**src/rtl/brg_pkg.sv**
```systemverilog
package brg_pkg;
   typedef enum logic [1:0] {
      ST_IDLE      = 2'd0,
      ST_WAIT_ACC  = 2'd1,
      ST_WAIT_BOOT = 2'd2,
      ST_GRANT     = 2'd3
   } brg_state_e;
endpackage

```
**src/rtl/brg_sync.sv**
```systemverilog
module brg_sync #(
   parameter int STAGES = 2
) (
   input  logic clk,
   input  logic rst_n,
   input  logic async_n,
   output logic sync_o
);
   localparam int LAST = STAGES - 1;

   logic [LAST:0] chain;

   generate
      if (STAGES < 2) begin : g_bad_depth
         $fatal(1, "brg_sync: STAGES must be at least 2");
      end
      for (genvar i = 0; i < STAGES; i++) begin : g_stage
         if (i == 0) begin : g_first
            always_ff @(posedge clk or negedge rst_n) begin
               if (!rst_n) chain[0] <= 1'b0;
               else        chain[0] <= ~async_n;
            end
         end else begin : g_next
            always_ff @(posedge clk or negedge rst_n) begin
               if (!rst_n) chain[i] <= 1'b0;
               else        chain[i] <= chain[i-1];
            end
         end
      end
   endgenerate

   assign sync_o = chain[LAST];
endmodule

```
**src/rtl/brg_fsm.sv**
```systemverilog
module brg_fsm
   import brg_pkg::*;
(
   input  logic       clk,
   input  logic       rst_n,
   input  logic       req_s,
   input  logic       cpu_rst,
   input  logic       boot_active,
   input  logic       acc_busy,
   input  logic       acc_done,
   input  logic       boot_byte_done,
   output brg_state_e state_o
);
   brg_state_e state_q, state_d;

   always_comb begin
      state_d = state_q;
      if (cpu_rst && req_s) begin
         state_d = ST_GRANT;
      end else begin
         unique case (state_q)
            ST_IDLE: begin
               if (req_s) begin
                  if (boot_active)
                     state_d = boot_byte_done ? ST_GRANT : ST_WAIT_BOOT;
                  else if (acc_busy && !acc_done)
                     state_d = ST_WAIT_ACC;
                  else
                     state_d = ST_GRANT;
               end
            end
            ST_WAIT_ACC: begin
               if (!req_s)        state_d = ST_IDLE;
               else if (acc_done) state_d = ST_GRANT;
            end
            ST_WAIT_BOOT: begin
               if (!req_s)                             state_d = ST_IDLE;
               else if (boot_byte_done || !boot_active) state_d = ST_GRANT;
            end
            ST_GRANT: begin
               if (!req_s) state_d = ST_IDLE;
            end
            default: state_d = ST_IDLE;
         endcase
      end
   end

   always_ff @(posedge clk or negedge rst_n) begin
      if (!rst_n) state_q <= ST_IDLE;
      else        state_q <= state_d;
   end

   assign state_o = state_q;

   // a withdrawn request never leads to a grant state
   a_r10_no_grant_without_req: assert property (@(posedge clk) disable iff (!rst_n)
      (!req_s && state_q != ST_GRANT) |=> (state_q != ST_GRANT));

   // while a boot byte is loading, no grant state is entered
   a_r8_boot_hold: assert property (@(posedge clk) disable iff (!rst_n)
      (state_q == ST_WAIT_BOOT && boot_active && !boot_byte_done && !cpu_rst)
      |=> (state_q != ST_GRANT));
endmodule

```
**src/rtl/brg_drive.sv**
```systemverilog
module brg_drive
   import brg_pkg::*;
(
   input  logic       clk,
   input  logic       rst_n,
   input  brg_state_e state_i,
   input  logic       req_s,
   input  logic       cpu_rst,
   input  logic       go_en,
   input  logic       ext_need,
   output logic       bus_grant_n,
   output logic       drv_off,
   output logic       core_halt
);
   logic granted;

   always_comb begin
      granted     = req_s && ((state_i == ST_GRANT) || cpu_rst);
      bus_grant_n = ~granted;
      drv_off     = granted;
      core_halt   = req_s && (!go_en || ext_need);
   end

   // without go mode the core is stalled whenever the bus is given away
   a_r4_halt_with_grant: assert property (@(posedge clk) disable iff (!rst_n)
      (!bus_grant_n && !go_en) |-> core_halt);

   // removal of the request ends the grant in the same cycle
   a_r6_release_now: assert property (@(posedge clk) disable iff (!rst_n)
      (!req_s) |-> (bus_grant_n && !drv_off && !core_halt));
endmodule

```
**src/rtl/busgrant_ctrl.sv**
```systemverilog
module busgrant_ctrl #(
   parameter int SYNC_STAGES = 2
) (
   input  logic clk,
   input  logic rst_n,
   input  logic bus_req_n,
   input  logic cpu_rst,
   input  logic boot_active,
   input  logic go_en,
   input  logic acc_busy,
   input  logic acc_done,
   input  logic boot_byte_done,
   input  logic ext_need,
   output logic bus_grant_n,
   output logic drv_off,
   output logic core_halt
);
   import brg_pkg::*;

   logic       req_s;
   brg_state_e state;

   brg_sync #(.STAGES(SYNC_STAGES)) u_sync (
      .clk     (clk),
      .rst_n   (rst_n),
      .async_n (bus_req_n),
      .sync_o  (req_s)
   );

   brg_fsm u_fsm (
      .clk            (clk),
      .rst_n          (rst_n),
      .req_s          (req_s),
      .cpu_rst        (cpu_rst),
      .boot_active    (boot_active),
      .acc_busy       (acc_busy),
      .acc_done       (acc_done),
      .boot_byte_done (boot_byte_done),
      .state_o        (state)
   );

   brg_drive u_drive (
      .clk         (clk),
      .rst_n       (rst_n),
      .state_i     (state),
      .req_s       (req_s),
      .cpu_rst     (cpu_rst),
      .go_en       (go_en),
      .ext_need    (ext_need),
      .bus_grant_n (bus_grant_n),
      .drv_off     (drv_off),
      .core_halt   (core_halt)
   );

   // under processor reset the grant follows recognition at once
   a_r7_reset_grant: assert property (@(posedge clk) disable iff (!rst_n)
      (cpu_rst && req_s) |-> !bus_grant_n);

   // an unfinished access blocks the grant in the next cycle
   a_r2_wait_access: assert property (@(posedge clk) disable iff (!rst_n)
      (bus_grant_n && req_s && acc_busy && !acc_done && !boot_active && !cpu_rst)
      |=> (bus_grant_n || cpu_rst));

   // the drivers are released exactly while the grant is low
   a_r1_drivers_follow: assert property (@(posedge clk) disable iff (!rst_n)
      drv_off == !bus_grant_n);
endmodule

```
**config.mk**
```make
export PLATFORM = sky130hd
export DESIGN_NAME = busgrant_ctrl
export DESIGN_NICKNAME = d
export VERILOG_FILES = /design/src/rtl/brg_pkg.sv /design/src/rtl/brg_sync.sv /design/src/rtl/brg_fsm.sv /design/src/rtl/brg_drive.sv /design/src/rtl/busgrant_ctrl.sv
export SDC_FILE = /design/constraint.sdc
export NUM_CORES = 1
export LEC_CHECK = 0
export BUFFER_PORTS_ARGS = -buffer_cell sky130_fd_sc_hd__buf_2
export CORE_AREA = 4 4 41 43
export DETAILED_ROUTE_END_ITERATION = 16
export DIE_AREA = 0 0 45 47
export PLACE_DENSITY = 0.42
export SYNTH_ARGS = -nofsm -noshare
export SYNTH_HDL_FRONTEND = slang
export SYNTH_SLANG_ARGS = --single-unit
```
**constraint.sdc**
```tcl
create_clock -name clk -period 1.5 [get_ports clk]
set_input_delay 0.225 -clock clk [delete_from_list [all_inputs] [get_ports clk]]
set_output_delay 0.225 -clock clk [all_outputs]
set_load 0.02 [all_outputs]
```
After elaboration in Yosys (flattened, before gate mapping)

Index checks and enable logic that the tools add are counted.

Register bits after elaboration: 4
Bits in latches: 0
RAM bits: 0
Bits in read-only memories: 0
Input port bits: 10
Output and inout port bits: 3
Memories: 0

$add $sub $neg: 0
$mul: 0
Divide/modulo/power cells: 0
$lt $le $gt $ge: 0
Equal/unequal tests: 7
Shift operators: 0
Mux-type cells: 11
Bitwise gates (word level): 2
Reductions and logical operators: 12

Operators with widths:

| kind               | number |
|---|---|
| $mux 2             | 9 |
| $pmux 2 s4         | 1 |
| $eq 2x2->1 const B | 2 |
| $logic_and 1x1->1  | 4 |
| $ne 4x2->1 const B | 1 |
| $ne 4x3->1 const B | 1 |
| $reduce_and 4->1   | 1 |
| $logic_not 1->1    | 3 |
| $logic_or 1x1->1   | 3 |
| $ne 3x2->1 const B | 1 |
| $ne 3x3->1 const B | 1 |
| $eq 2x1->1 const B | 1 |
| $logic_not 2->1    | 1 |
| $not 1->1          | 2 |
| $mux 1             | 1 |

Longest topological paths before layout

Depth in word-level cells: 7
Gate-level depth with buffers: 6
Mapped depth without buffers: 6

Hierarchy

From an unflattened synthesis, not the netlist that was laid out.

Cells, all modules: 32
Area total of the unflattened synthesis: 300.3 µm²

By module, submodules not included:

| module    | times used | cells an instance | area an instance (µm²) |
|---|---|---|---|
| brg_fsm   | 1          | 24                | 217.7 |
| brg_sync  | 1          | 3                 | 53.8 |
| brg_drive | 1          | 5                 | 28.8 |

Worst setup path before layout

No wires, ideal clock.

Path kind: register -> output
Start point: register u_fsm.state_q[0], in the netlist u_fsm.state_o[0]
End point: output drv_off
Data arrival time: 1409 ps
Setup slack: -134 ps
Cell stages (with the launch flop): 4
Buffers on the path: 0
Path through: dfrtp_1 -> ha_1 -> o21ai_0 -> inv_1

Longest elaborated chain between the ends: 3

RTL lines:

| item                   | line                | RTL |
|---|---|---|
| from (decl)            | brg_fsm.sv:14       | `brg_state_e state_q, state_d;` |
| from (signal assigned) | brg_fsm.sv:50       | `else state_q <= state_d;` |
| $eq 2x2->1             | brg_drive.sv:18     | `granted = req_s && ((state_i == ST_GRANT) \|\| cpu_rst);` |
| $logic_or 1x1->1       | brg_drive.sv:18     |  |
| $logic_and 1x1->1      | brg_drive.sv:18     |  |
| to (decl)              | busgrant_ctrl.sv:15 | `output logic drv_off,` |

No other way between the ends.

Worst setup path in the final report

Same ends and word-level chain as after synthesis.

==> run_results.csv <==
group,metric,value,unit
floorplan,num_io_pins,13,
finish,register_area,100,µm²
hold_path,min_path_type,"in2reg",
grt,first_global_vias,287,
floorplan,core_area,1300,µm²
timing,slew_violations,0,
power,pwr-share-comb,62.6,%
detailed_routing,met2WireLength,311,µm
detailed_routing,wirelength,656,µm
hold_path,min-delay-start,"bus_req_n",
power,p_sw,0.283,mW
logic_synthesis,avgSynthCellArea,9.63,µm²
power,power_frac_seq,20.8,%
grt,grt_pass1_wl,1060,µm
power,pwr-share-clk,16.7,%
logic_synthesis,ys_ff_latch,4,
detailed_routing,detailroute.via_count,280,
flow_run,max_cap_viol_count,0,
floorplan,initial_utilization,22.2,%
worst_setup_path,critPathSlowestCell,"dfrtp_1",
detailed_routing,wl_met3,91,µm
finish,drive_above_1_share,60.8,%
timing,tightest_slew,0.313,ns
worst_setup_path,required,1.27,ns
timing,hold_viol,0,
power,vdd_ir_drop_max,881,µV
logic_synthesis,yosysSeqAreaShare,34.6,%
power,p_int,0.496,mW
hold_path,holdPathStages,2,
logic_synthesis,yosys_warnings,0,
timing,fmaxAchievable,0.675,GHz
placed_design,place_congestion,0.697,
logic_synthesis,syn_nets,44,
clock_tree,cts_buffer_depth,2,
worst_setup_path,worstPathMaxFanout,3,
clock_tree,clk_latency,0.23,ns
worst_setup_path,start_kind,"flip-flop",
placed_design,io_buffers,12,
power,powerDensity,1650,nW/µm²
timing,period_needed,1.48,ns
grt,antenna_found_initial,0,
detailed_routing,ant_nets,0,
worst_setup_path,r2r_end,"u_fsm.state_o[0]",
detailed_routing,wl_per_cell,9.94,µm
hold_path,min_to,"u_sync.chain[0]",
worst_setup_path,reg2reg_depth,5,
floorplan,fp.dieH,47,µm
finish,layout_common_cells,"buf_2 (12), inv_1 (5), buf_4 (5)",
power,p_leak,0.243,nW
power,swShare,36.3,%
worst_setup_path,worst_setup_path_end_kind,"output port",
clock_tree,cts_htree_levels,1,
detailed_routing,first_pass_iters,4,
timing,holdWs,0.134,ns
detailed_routing,drc,0,
timing,skew,0.00339,ns
worst_setup_path,rr_startpoint,"u_fsm.state_o[0]",
clock_tree,cts_sinks,4,
worst_setup_path,crit_path_max_incr_delay,0.38,ns
finish,area_growth,63.2,%
detailed_routing,highest_layer,"met3",
grt,grt_overflow_total,0,
placed_design,pre_cts_slack,-0.0483,ns
placed_design,dpl.hpwl,535,µm
run_status,status,"finished, final reports clean",
clock_tree,cts_tree,"yes",
logic_synthesis,synth_cell_type_count,15,
clock_tree,cts_inserted_buffers,3,
clock_tree,post_cts_buffers,0,
floorplan,dieArea,2120,µm²
finish,final_common_cell,"buf_2",
worst_setup_path,cp_cell_sequence,"buf_4 -> ha_2 -> o21ai_2 -> inv_1 -> buf_2",
detailed_routing,vias_per_cell,4.24,
grt,grt_use_total,7.52,%
timing,setup_violations,0,
logic_synthesis,synthCells,30,
detailed_routing,first_iter_violations,6,
timing,timing.final.crit_share,98.8,%
worst_setup_path,criticalPathCategory,"reg2out",
floorplan,fp-row-count,13,
power,power.total,0.779,mW
finish,multi_input_area,193,µm²
timing,setup_slack,0.0175,ns
floorplan,die_x,45,µm
detailed_routing,drt-met1-wl,253,µm
timing,rsz0062_at_grt,"yes",
worst_setup_path,crit_arrival,1.26,ns
clock_tree,clockRootBuffer,"clkbuf_4",
finish,fillCellCount,148,
logic_synthesis,syn_area,289,µm²
timing,max_slew_margin,79.2,%
finish,antenna_cells,0,
finish,nNetsFinal,67,
timing,fin_setup_tns,0,ns
worst_setup_path,reg2reg_slack,0.02,ns
grt,grt_max_degree,6,
clock_tree,path_clk_slew,0.04,ns
==> power groups by stage <==
| stage | clock network (mW) | registers [mW] | logic (mW) |
|---|---|---|---|
| global placement | 0 | 0.158 | 0.425 |
| CTS | 0.137 | 0.163 | 0.488 |
| global route | 0.147 | 0.164 | 0.545 |
| detailed placement | 0 | 0.158 | 0.429 |
| floorplan | 0 | 0.165 | 0.251 |
| finish | 0.130 | 0.162 | 0.487 |
==> repair_timing <==
item                                    in CTS  in global routing
pin swaps                                    5                  0
endpoints found under the hold margin        4                  0
hold buffers                                 1                  0
resized for setup                            8                  1
endpoints found under the setup margin       4                  4
gates cloned                                 0                  0
==> cells by family after synthesis <==
| logic type | share of synthesized area [%] |
|---|---|
| buffers and inverters | 10.4 |
| AOI/OAI and AO/OA | 19.9 |
| and+or+nand+nor | 9.09 |
| adders and majority gates | 17.3 |
| DFF | 34.6 |
| muxes | 8.66 |
==> registers in the layout, indices dropped and copies added (netlist names) <==
register	cells
u_sync.sync_o	1
u_sync.chain	1
u_fsm.state_o	2
==> layer usage <==
layer | vias up | track usage [%]
met4 | 0 | 1.75
li1 | 142 | -
met3 | 0 | 6.13
met2 | 15 | 12.7
met5 | - | 0
met1 | 123 | 7.09
==> worst max-delay path, delay by kind of cell (launching register included) <==
kind / cells / cell delay, ns
compound gates: 1 / 0.12
fa+ha+maj: 1 / 0.19
buf+inv: 3 / 0.34
flops: 1 / 0.38
==> synthesized netlist by cell type (all sizes together) <==
master / n / area [µm²]
a21boi: 1 / 7.51
a21oi: 1 / 5.00
a221oi: 2 / 30.0
dfrtp: 4 / 100
ha: 4 / 50.1
inv: 8 / 30.0
mux2: 1 / 15.0
mux2i: 1 / 10.0
nand2: 1 / 3.75
nand3: 1 / 5.00
nand3b: 1 / 7.51
nor2: 1 / 3.75
nor2b: 1 / 6.26
o21ai: 3 / 15.0
==> metrics by stage <==
stage          cells  utilization, %  area [µm²]
6_report          66            36.3         472
5_1_grt           66            36.3         472
4_1_cts           66            36.3         472
3_5_place_dp      62            31.3         408
3_3_place_gp      62            31.3         408
2_1_floorplan     30               -         292
==> worst max-delay path by stage <==
stage	startpoint	endpoint	slack [ns]	cells after the start
2_1_floorplan	u_fsm.state_o[0]	u_fsm.state_o[0]	0.009	5
3_3_place_gp	u_fsm.state_o[1]	u_fsm.state_o[0]	-0.06	5
3_5_place_dp	u_fsm.state_o[1]	u_fsm.state_o[0]	-0.05	5
4_1_cts	u_fsm.state_o[0]	drv_off	-0.005	5
5_1_grt	u_fsm.state_o[1]	u_fsm.state_o[0]	-0.05	5
6_report	u_fsm.state_o[0]	drv_off	0.02	5
==> cell type report <==
cell class | count | share of cell area, %
sequential | 4 | 21.2
timing repair buffer | 18 | 22.8
inverter | 8 | 6.37
multi-input combinational | 18 | 40.8
clock buffer | 3 | 4.77
tap | 15 | 3.98
Power figures use the tool's default switching activity.
